### src/rtl/gpad_pkg.sv
package gpad_pkg;

    // Bit positions inside configuration word 0 (software decodes these)
    localparam int W0_TXVAL     = 0;
    localparam int W0_RXLVL     = 1;
    localparam int W0_TXDIS     = 8;
    localparam int W0_RXDIS     = 9;
    localparam int W0_MODE_LSB  = 10;
    localparam int W0_ROUTE_LSB = 17;
    localparam int W0_INV       = 23;
    localparam int W0_TRIG_LSB  = 25;
    localparam int W0_DOM_LSB   = 30;

    localparam int CFG_W   = 32;
    localparam int MODE_W  = 3;
    localparam int ROUTE_N = 4;

    // Writable bits of word 0 and its value after a configuration reset
    localparam logic [CFG_W-1:0] W0_WMASK   = 32'hC69E_1F01;
    localparam logic [CFG_W-1:0] W0_DEFAULT = 32'h0400_0100;

    typedef enum logic [1:0] {
        TRIG_LEVEL  = 2'd0,
        TRIG_SINGLE = 2'd1,
        TRIG_OFF    = 2'd2,
        TRIG_BOTH   = 2'd3
    } trig_e;

    typedef enum logic [1:0] {
        DOM_PWRGOOD = 2'd0,
        DOM_DEEP    = 2'd1,
        DOM_PLAT    = 2'd2,
        DOM_RESUME  = 2'd3
    } dom_e;

    typedef enum logic [1:0] {
        EV_IDLE,
        EV_LEVEL,
        EV_ARMED,
        EV_LATCHED
    } ev_state_e;

endpackage

### src/rtl/gpad_cfg_regs.sv
module gpad_cfg_regs
    import gpad_pkg::*;
(
    input  logic             clk,
    input  logic             pwrgood_rst_n,
    input  logic             deep_rst_n,
    input  logic             plat_rst_n,
    input  logic             resume_rst_n,
    input  logic             wr_en,
    input  logic             wr_sel,
    input  logic [CFG_W-1:0] wdata,
    output logic [CFG_W-1:0] word0_q,
    output logic [CFG_W-1:0] word1_q
);

    logic dom_clear;

    // Pick the reset source named by the stored domain field
    always_comb begin
        unique case (dom_e'(word0_q[W0_DOM_LSB +: 2]))
            DOM_DEEP:    dom_clear = !deep_rst_n;
            DOM_PLAT:    dom_clear = !plat_rst_n;
            DOM_RESUME:  dom_clear = !resume_rst_n;
            default:     dom_clear = 1'b0;
        endcase
    end

    always_ff @(posedge clk or negedge pwrgood_rst_n) begin
        if (!pwrgood_rst_n) begin
            word0_q <= W0_DEFAULT;
            word1_q <= '0;
        end else if (dom_clear) begin
            word0_q <= W0_DEFAULT;
            word1_q <= '0;
        end else if (wr_en) begin
            if (wr_sel) begin
                word1_q <= wdata;
            end else begin
                word0_q <= wdata & W0_WMASK;
            end
        end
    end

    AST_DOMAIN_CLEAR: assert property (@(posedge clk) disable iff (!pwrgood_rst_n)
        ((word0_q[W0_DOM_LSB +: 2] == 2'd1 && !deep_rst_n) ||
         (word0_q[W0_DOM_LSB +: 2] == 2'd2 && !plat_rst_n) ||
         (word0_q[W0_DOM_LSB +: 2] == 2'd3 && !resume_rst_n))
        |=> (word0_q == W0_DEFAULT && word1_q == '0));

    AST_CONFIG_STABLE: assert property (@(posedge clk) disable iff (!pwrgood_rst_n)
        (!wr_en && deep_rst_n && plat_rst_n && resume_rst_n)
        |=> ($stable(word0_q) && $stable(word1_q)));

endmodule

### src/rtl/gpad_rx_sync.sv
module gpad_rx_sync #(
    parameter int STAGES = 2
) (
    input  logic clk,
    input  logic rst_n,
    input  logic d,
    output logic q
);

    generate
        if (STAGES < 2) begin : g_single
            logic stage_q;
            always_ff @(posedge clk or negedge rst_n) begin
                if (!rst_n) stage_q <= 1'b0;
                else        stage_q <= d;
            end
            assign q = stage_q;
        end else begin : g_chain
            logic [STAGES-1:0] chain_q;
            always_ff @(posedge clk or negedge rst_n) begin
                if (!rst_n) chain_q <= '0;
                else        chain_q <= {chain_q[STAGES-2:0], d};
            end
            assign q = chain_q[STAGES-1];
        end
    endgenerate

endmodule

### src/rtl/gpad_pad_mux.sv
module gpad_pad_mux
    import gpad_pkg::*;
#(
    parameter int NUM_NF = 6
) (
    input  logic              clk,
    input  logic              rst_n,
    input  logic [MODE_W-1:0] mode,
    input  logic              txdis,
    input  logic              txval,
    input  logic              rx_lvl,
    input  logic [NUM_NF-1:0] nf_tx,
    input  logic [NUM_NF-1:0] nf_oe,
    output logic [NUM_NF-1:0] nf_rx,
    output logic              pad_out,
    output logic              pad_oe
);

    logic [NUM_NF-1:0] sel;
    logic              is_gpio;
    logic              drv_val;
    logic              drv_en;

    generate
        for (genvar gi = 0; gi < NUM_NF; gi++) begin : g_nf
            assign sel[gi]   = (mode == MODE_W'(gi + 1));
            assign nf_rx[gi] = sel[gi] & rx_lvl;
        end
    endgenerate

    assign is_gpio = (mode == '0);

    always_comb begin
        if (is_gpio) begin
            drv_val = txval;
            drv_en  = 1'b1;
        end else begin
            drv_val = |(sel & nf_tx);
            drv_en  = |(sel & nf_oe);
        end
    end

    assign pad_out = drv_val;
    assign pad_oe  = drv_en & !txdis;

    AST_NF_RX_SINGLE: assert property (@(posedge clk) disable iff (!rst_n)
        $onehot0(nf_rx));

endmodule

### src/rtl/gpad_evt_fsm.sv
module gpad_evt_fsm
    import gpad_pkg::*;
(
    input  logic               clk,
    input  logic               rst_n,
    input  logic               rx_lvl,
    input  logic               cfg_inv,
    input  trig_e              cfg_trig,
    input  logic               cfg_rxdis,
    input  logic [ROUTE_N-1:0] cfg_route,
    input  logic               sts_clr,
    output logic               evt_sts,
    output logic [ROUTE_N-1:0] irq
);

    ev_state_e st_q, st_d;
    logic      rx_inv;
    logic      rx_inv_q;
    logic      edge_hit;
    logic      evt;

    assign rx_inv = rx_lvl ^ cfg_inv;

    always_comb begin
        unique case (cfg_trig)
            TRIG_SINGLE: edge_hit = rx_inv & !rx_inv_q;
            TRIG_BOTH:   edge_hit = rx_inv ^ rx_inv_q;
            default:     edge_hit = 1'b0;
        endcase
    end

    // Next-state logic
    always_comb begin
        st_d = st_q;
        if (cfg_rxdis || cfg_trig == TRIG_OFF) begin
            st_d = EV_IDLE;
        end else if (cfg_trig == TRIG_LEVEL) begin
            st_d = EV_LEVEL;
        end else begin
            unique case (st_q)
                EV_IDLE, EV_LEVEL: st_d = EV_ARMED;
                EV_ARMED:          if (edge_hit) st_d = EV_LATCHED;
                EV_LATCHED:        if (sts_clr && !edge_hit) st_d = EV_ARMED;
                default:           st_d = EV_IDLE;
            endcase
        end
    end

    // State register
    always_ff @(posedge clk or negedge rst_n) begin
        if (!rst_n) begin
            st_q     <= EV_IDLE;
            rx_inv_q <= 1'b0;
        end else begin
            st_q     <= st_d;
            rx_inv_q <= rx_inv;
        end
    end

    // Outputs
    always_comb begin
        evt_sts = (st_q == EV_LATCHED);
        evt     = evt_sts ||
                  (st_q == EV_LEVEL && cfg_trig == TRIG_LEVEL && !cfg_rxdis && rx_inv);
        irq     = cfg_route & {ROUTE_N{evt}};
    end

    AST_QUIET_WHEN_OFF: assert property (@(posedge clk) disable iff (!rst_n)
        (cfg_rxdis || cfg_trig == TRIG_OFF) |=> !evt_sts);

    AST_STICKY_HOLD: assert property (@(posedge clk) disable iff (!rst_n)
        (evt_sts && !sts_clr && !cfg_rxdis && cfg_trig inside {TRIG_SINGLE, TRIG_BOTH})
        |=> evt_sts);

    AST_SET_NEEDS_EDGE: assert property (@(posedge clk) disable iff (!rst_n)
        $rose(evt_sts) |-> $past(edge_hit));

endmodule

### src/rtl/gpad_ctrl.sv
module gpad_ctrl
    import gpad_pkg::*;
#(
    parameter int NUM_NF      = 6,
    parameter int SYNC_STAGES = 2
) (
    input  logic              clk,
    input  logic              pwrgood_rst_n,
    input  logic              deep_rst_n,
    input  logic              plat_rst_n,
    input  logic              resume_rst_n,
    input  logic              cfg_wr_en,
    input  logic              cfg_wr_sel,
    input  logic [31:0]       cfg_wdata,
    output logic [31:0]       cfg_word0,
    output logic [31:0]       cfg_word1,
    input  logic              sts_clr,
    output logic              evt_sts,
    input  logic              pad_in,
    output logic              pad_out,
    output logic              pad_oe,
    input  logic [NUM_NF-1:0] nf_tx,
    input  logic [NUM_NF-1:0] nf_oe,
    output logic [NUM_NF-1:0] nf_rx,
    output logic              irq_nmi,
    output logic              irq_smi,
    output logic              irq_sci,
    output logic              irq_apic
);

    logic [CFG_W-1:0]   word0_q;
    logic [CFG_W-1:0]   word1_q;
    logic               rx_raw;
    logic               rx_lvl;
    logic [ROUTE_N-1:0] irq_vec;

    gpad_cfg_regs i_cfg (
        .clk           (clk),
        .pwrgood_rst_n (pwrgood_rst_n),
        .deep_rst_n    (deep_rst_n),
        .plat_rst_n    (plat_rst_n),
        .resume_rst_n  (resume_rst_n),
        .wr_en         (cfg_wr_en),
        .wr_sel        (cfg_wr_sel),
        .wdata         (cfg_wdata),
        .word0_q       (word0_q),
        .word1_q       (word1_q)
    );

    gpad_rx_sync #(.STAGES(SYNC_STAGES)) i_sync (
        .clk   (clk),
        .rst_n (pwrgood_rst_n),
        .d     (pad_in),
        .q     (rx_raw)
    );

    assign rx_lvl = rx_raw & !word0_q[W0_RXDIS];

    gpad_pad_mux #(.NUM_NF(NUM_NF)) i_mux (
        .clk     (clk),
        .rst_n   (pwrgood_rst_n),
        .mode    (word0_q[W0_MODE_LSB +: MODE_W]),
        .txdis   (word0_q[W0_TXDIS]),
        .txval   (word0_q[W0_TXVAL]),
        .rx_lvl  (rx_lvl),
        .nf_tx   (nf_tx),
        .nf_oe   (nf_oe),
        .nf_rx   (nf_rx),
        .pad_out (pad_out),
        .pad_oe  (pad_oe)
    );

    gpad_evt_fsm i_evt (
        .clk       (clk),
        .rst_n     (pwrgood_rst_n),
        .rx_lvl    (rx_lvl),
        .cfg_inv   (word0_q[W0_INV]),
        .cfg_trig  (trig_e'(word0_q[W0_TRIG_LSB +: 2])),
        .cfg_rxdis (word0_q[W0_RXDIS]),
        .cfg_route (word0_q[W0_ROUTE_LSB +: ROUTE_N]),
        .sts_clr   (sts_clr),
        .evt_sts   (evt_sts),
        .irq       (irq_vec)
    );

    assign cfg_word0 = word0_q | (CFG_W'(rx_lvl) << W0_RXLVL);
    assign cfg_word1 = word1_q;

    assign irq_nmi  = irq_vec[0];
    assign irq_smi  = irq_vec[1];
    assign irq_sci  = irq_vec[2];
    assign irq_apic = irq_vec[3];

endmodule

### config.mk
export PLATFORM = sky130hd
export DESIGN_NAME = gpad_ctrl
export DESIGN_NICKNAME = d
export VERILOG_FILES = /design/src/rtl/gpad_pkg.sv /design/src/rtl/gpad_cfg_regs.sv /design/src/rtl/gpad_rx_sync.sv /design/src/rtl/gpad_pad_mux.sv /design/src/rtl/gpad_evt_fsm.sv /design/src/rtl/gpad_ctrl.sv
export SDC_FILE = /design/constraint.sdc
export NUM_CORES = 1
export LEC_CHECK = 0
export BUFFER_PORTS_ARGS = -buffer_cell sky130_fd_sc_hd__clkbuf_2
export CORE_ASPECT_RATIO = 0.5
export CORE_MARGIN = 4
export CORE_UTILIZATION = 43
export DETAILED_ROUTE_END_ITERATION = 7
export PLACE_DENSITY = 0.76
export SLEW_MARGIN = 20
export SYNTH_ARGS = -nofsm -noshare
export SYNTH_HDL_FRONTEND = slang
export SYNTH_SLANG_ARGS = --single-unit
### constraint.sdc
create_clock -name clk -period 3.4 [get_ports clk]
set_input_delay 0.17 -clock clk [delete_from_list [all_inputs] [get_ports clk]]
set_output_delay 0.17 -clock clk [all_outputs]
set_load 0.02 [all_outputs]
==> results.py <==
metrics = {
    "outcome": {
        "status": "finished clean",
    },
    "final_layout": {
        "fillCellCount": 502,
        "drive_above_1_share_pct": 41.2,
        "nets": 439,
        "post-route-util_pct": 57.9,
        "final_cell_mix": "clkbuf_2, nand2_1, dfrtp_1",
        "final_common_cell": "clkbuf_2",
        "stdcell_count": 459,
        "antenna_cells": 0,
        "area_delta_synth_final_pct": 25.4,
    },
    "global_route": {
        "grt_pass1_wl_mm": 10.8,
        "grt_start_max_net_pins": 48,
        "antenna_found_initial": 0,
        "grt_overflow": 0,
        "gr-usage-all-layers_pct": 17.4,
        "grt_pass1_vias": 2309,
    },
    "sta": {
        "timing.setup.tns_ns": 0,
        "worstMarginPinSlew_ns": 1.05,
        "hold_violations": 0,
        "max_freq_ghz": 0.508,
        "rsz0062_at_grt": "false",
        "period_minus_slack_ns": 1.97,
        "finalCritPeriodShare_pct": 57.9,
        "slew_headroom_pct": 30.1,
        "setup_slack_ns": 1.43,
        "final_max_slew_viol_count": 0,
        "fin_skew_ns": 0.00600,
        "setup_viol": 0,
    },
    "setup_path": {
        "r2r_cells": 6,
        "r2r_setup_slack_ns": 1.64,
        "r2r-end": "i_evt.st_q[0]$_DFFE_PN0P_",
        "rr_startpoint": "i_cfg.word0_q[9]$_DFFE_PN0P_",
        "required_ns": 3.23,
        "critPathKind": "reg -> out",
        "critPathMaxFanout": 13,
        "max_stage_delay_ns": 0.61,
        "path_delay_family": "flip-flops",
        "end_kind": "primary output",
        "crit_path_cell_trace": "mux4_2 -> o21a_1 -> clkbuf_2",
        "crit_slowest_cell": "dfrtp_1",
        "cp_num_buf_inv": 1,
        "critPathLaunchType": "register",
        "worst_ep_arrival_time_ns": 1.80,
    },
    "clock_tree": {
        "clkTransAtPathRegs_ns": 0.07,
        "htreeDepth": 2,
        "insertion_delay_ns": 0.29,
        "cts-root-buf": "clkbuf_16",
        "clk_path_buf_depth": 2,
        "cts.sinks": 52,
        "postCtsResizedCells": 0,
        "cts_tree": "built",
        "cts_made_buffers": 5,
    },
    "logic_synthesis": {
        "ys_types": 34,
        "syn_inst": 284,
        "syn_area_um2": 2640,
        "synth-xor-area-share_pct": 0.665,
        "synth_mux_area_share_pct": 2.04,
        "yosys.area_share.simple_pct": 21.7,
        "synth_seq_cells": 52,
        "synth_warnings": 0,
        "avgSynthCellArea_um2": 9.28,
        "synth-compound-area-share_pct": 15.1,
        "synth_top_family_by_area": "simple AND/OR/NAND/NOR gates",
        "synth.yosys.seq_area_share_pct": 49.5,
        "synthAdderAreaFrac_pct": 0.475,
    },
    "routing": {
        "wire_per_inst_um": 14.3,
        "vias": 2264,
        "antenna_left": 0,
        "viasPerCell": 4.93,
        "routed_wl_mm": 6.58,
        "dr.first_iter.drc_count": 121,
        "first_pass_iters": 4,
        "remaining_drc_errors": 0,
    },
    "placement": {
        "dp_hpwl_mm": 4.74,
        "gp_congestion": 0.766,
        "dp_cells": 448,
        "portBuffers": 113,
        "place_ws_ns": 1.61,
    },
    "floorplanning": {
        "die_h_um": 63.4,
        "coreArea_um2": 5710,
        "io_pins": 130,
        "start_util_pct": 46.2,
        "die_w_um": 119,
        "die_area_um2": 7520,
        "row_count": 19,
    },
    "power": {
        "peakVddDrop_mv": 0.257,
        "power_density_nw_per_um2": 630,
        "p_leak_nw": 1.69,
    },
    "flow_run": {
        "drv_cap": 0,
    },
    "hold_path": {
        "hold_end": "i_cfg.word1_q[7]$_DFFE_PN0P_",
        "hp-class": "in -> reg",
        "min_path_cells": 3,
        "hp-start": "cfg_wdata[7]",
    },
}
-- cell usage after synthesis --
cell / count / area [um^2]
xnor2_1: 1 / 8.76
buf_6: 4 / 45.0
buf_2: 9 / 45.0
nand2b_1: 5 / 31.3
nor2b_1: 4 / 25.0
a21oi_2: 30 / 263
xor2_1: 1 / 8.76
mux2i_1: 2 / 20.0
nor2_1: 3 / 11.3
mux4_2: 1 / 22.5
buf_4: 21 / 158
o311ai_0: 1 / 8.76
ha_1: 1 / 12.5
and2b_1: 1 / 7.51
nand3b_1: 3 / 22.5
a21o_1: 1 / 7.51
o21a_1: 1 / 7.51
nor3_1: 5 / 25.0
nand2_1: 97 / 364
conb_1: 1 / 3.75
o21ai_1: 1 / 5.00
dfstp_2: 2 / 52.6
a31oi_1: 1 / 6.26
and2_1: 2 / 12.5
nor3b_1: 2 / 15.0
buf_1: 1 / 3.75
mux2_2: 1 / 11.3
a21oi_1: 18 / 90.1
dfrtp_1: 50 / 1250
o221ai_1: 1 / 8.76
or2_2: 1 / 6.26
clkbuf_1: 3 / 11.3
and3b_1: 6 / 52.6
inv_1: 3 / 11.3
-- worst max path at each step --
stage / startpoint / to / slack (ns) / cells past startpoint
2_1_floorplan: i_cfg.word0_q[9]$_DFFE_PN0P_ / i_evt.st_q[0]$_DFFE_PN0P_ / 1.81 / 6
3_3_place_gp: i_cfg.word0_q[30]$_DFFE_PN0P_ / i_cfg.word0_q[8]$_DFFE_PN1P_ / 1.68 / 3
3_5_place_dp: i_cfg.word0_q[30]$_DFFE_PN0P_ / i_cfg.word1_q[5]$_DFFE_PN0P_ / 1.61 / 3
4_1_cts: i_cfg.word0_q[12]$_DFFE_PN0P_ / pad_out / 1.43 / 3
5_1_grt: i_cfg.word0_q[12]$_DFFE_PN0P_ / pad_out / 1.36 / 3
6_report: i_cfg.word0_q[12]$_DFFE_PN0P_ / pad_out / 1.43 / 3
-- logic make-up (layout without fill, tap and decap cells) --
kind of cell               after synthesis  after routing
AOI/OAI and AO/OA                       54             54
xor gates and xnor gates                 2              2
adders and majority gates                1              1
buffers and inverters                   41            128
DFF                                     52             52
muxes                                    4              4
other                                    1             16
and+or+nand+nor                        129            129
-- report_power, final --
part / total, mW / internal (mW) / switching, mW
combinational: 0.657 / 0.236 / 0.421
clock: 0.570 / 0.346 / 0.224
sequential: 0.853 / 0.743 / 0.110
total: 2.08 / 1.32 / 0.755
-- sequential cells by signal, summed over array words and instances (netlist names) --
signal,count
i_cfg.word1_q,32
i_sync.g_chain.chain_q,2
i_evt.rx_inv_q,1
i_cfg.word0_q,15
i_evt.st_q,2
-- stage by stage --
| step | hold slack [ns] | area, um^2 | power [mW] |
|---|---|---|---|
| CTS | 0.0917 | 3280 | 2.09 |
| global route | 0.0955 | 3300 | 2.19 |
| global placement | 0.271 | 3090 | 1.49 |
| floorplan | -0.126 | 2690 | 1.33 |
| finish | 0.0938 | 3300 | 2.08 |
| detailed placement | 0.290 | 3090 | 1.52 |
-- worst reg2reg max path, stage by stage, from the launching register on --
cell	delay, ns
dfrtp_1	0.44
nand2b_1	0.26
xnor2_1	0.19
ha_1	0.29
nor2b_1	0.04
o311ai_0	0.33
a21oi_1	0.11
-- what timing repair did --
action,4_1_cts,5_1_grt
hold buffers,2,0
hold endpoints to repair,31,0
setup buffers,0,0
-- metal layers --
layer,vias up,wire (um),track usage [%]
li1,1084,-,-
met1,1095,2710,20.4
met2,75,3430,31.9
met3,10,343,3.75
met4,0,98,5.34
met5,-,0,0
-- area by class of cell --
class	count	area, um^2	share of cell area [%]
multi-input combinational	206	1120	33.9
timing repair buffer	117	608	18.4
sequential	52	1300	39.5
tap	73	91.3	2.77
clock inverter	3	42.5	1.29
inverter	3	11.3	0.341
clock buffer	5	125	3.79
No activity file was read; power rests on OpenSTA's default activity.
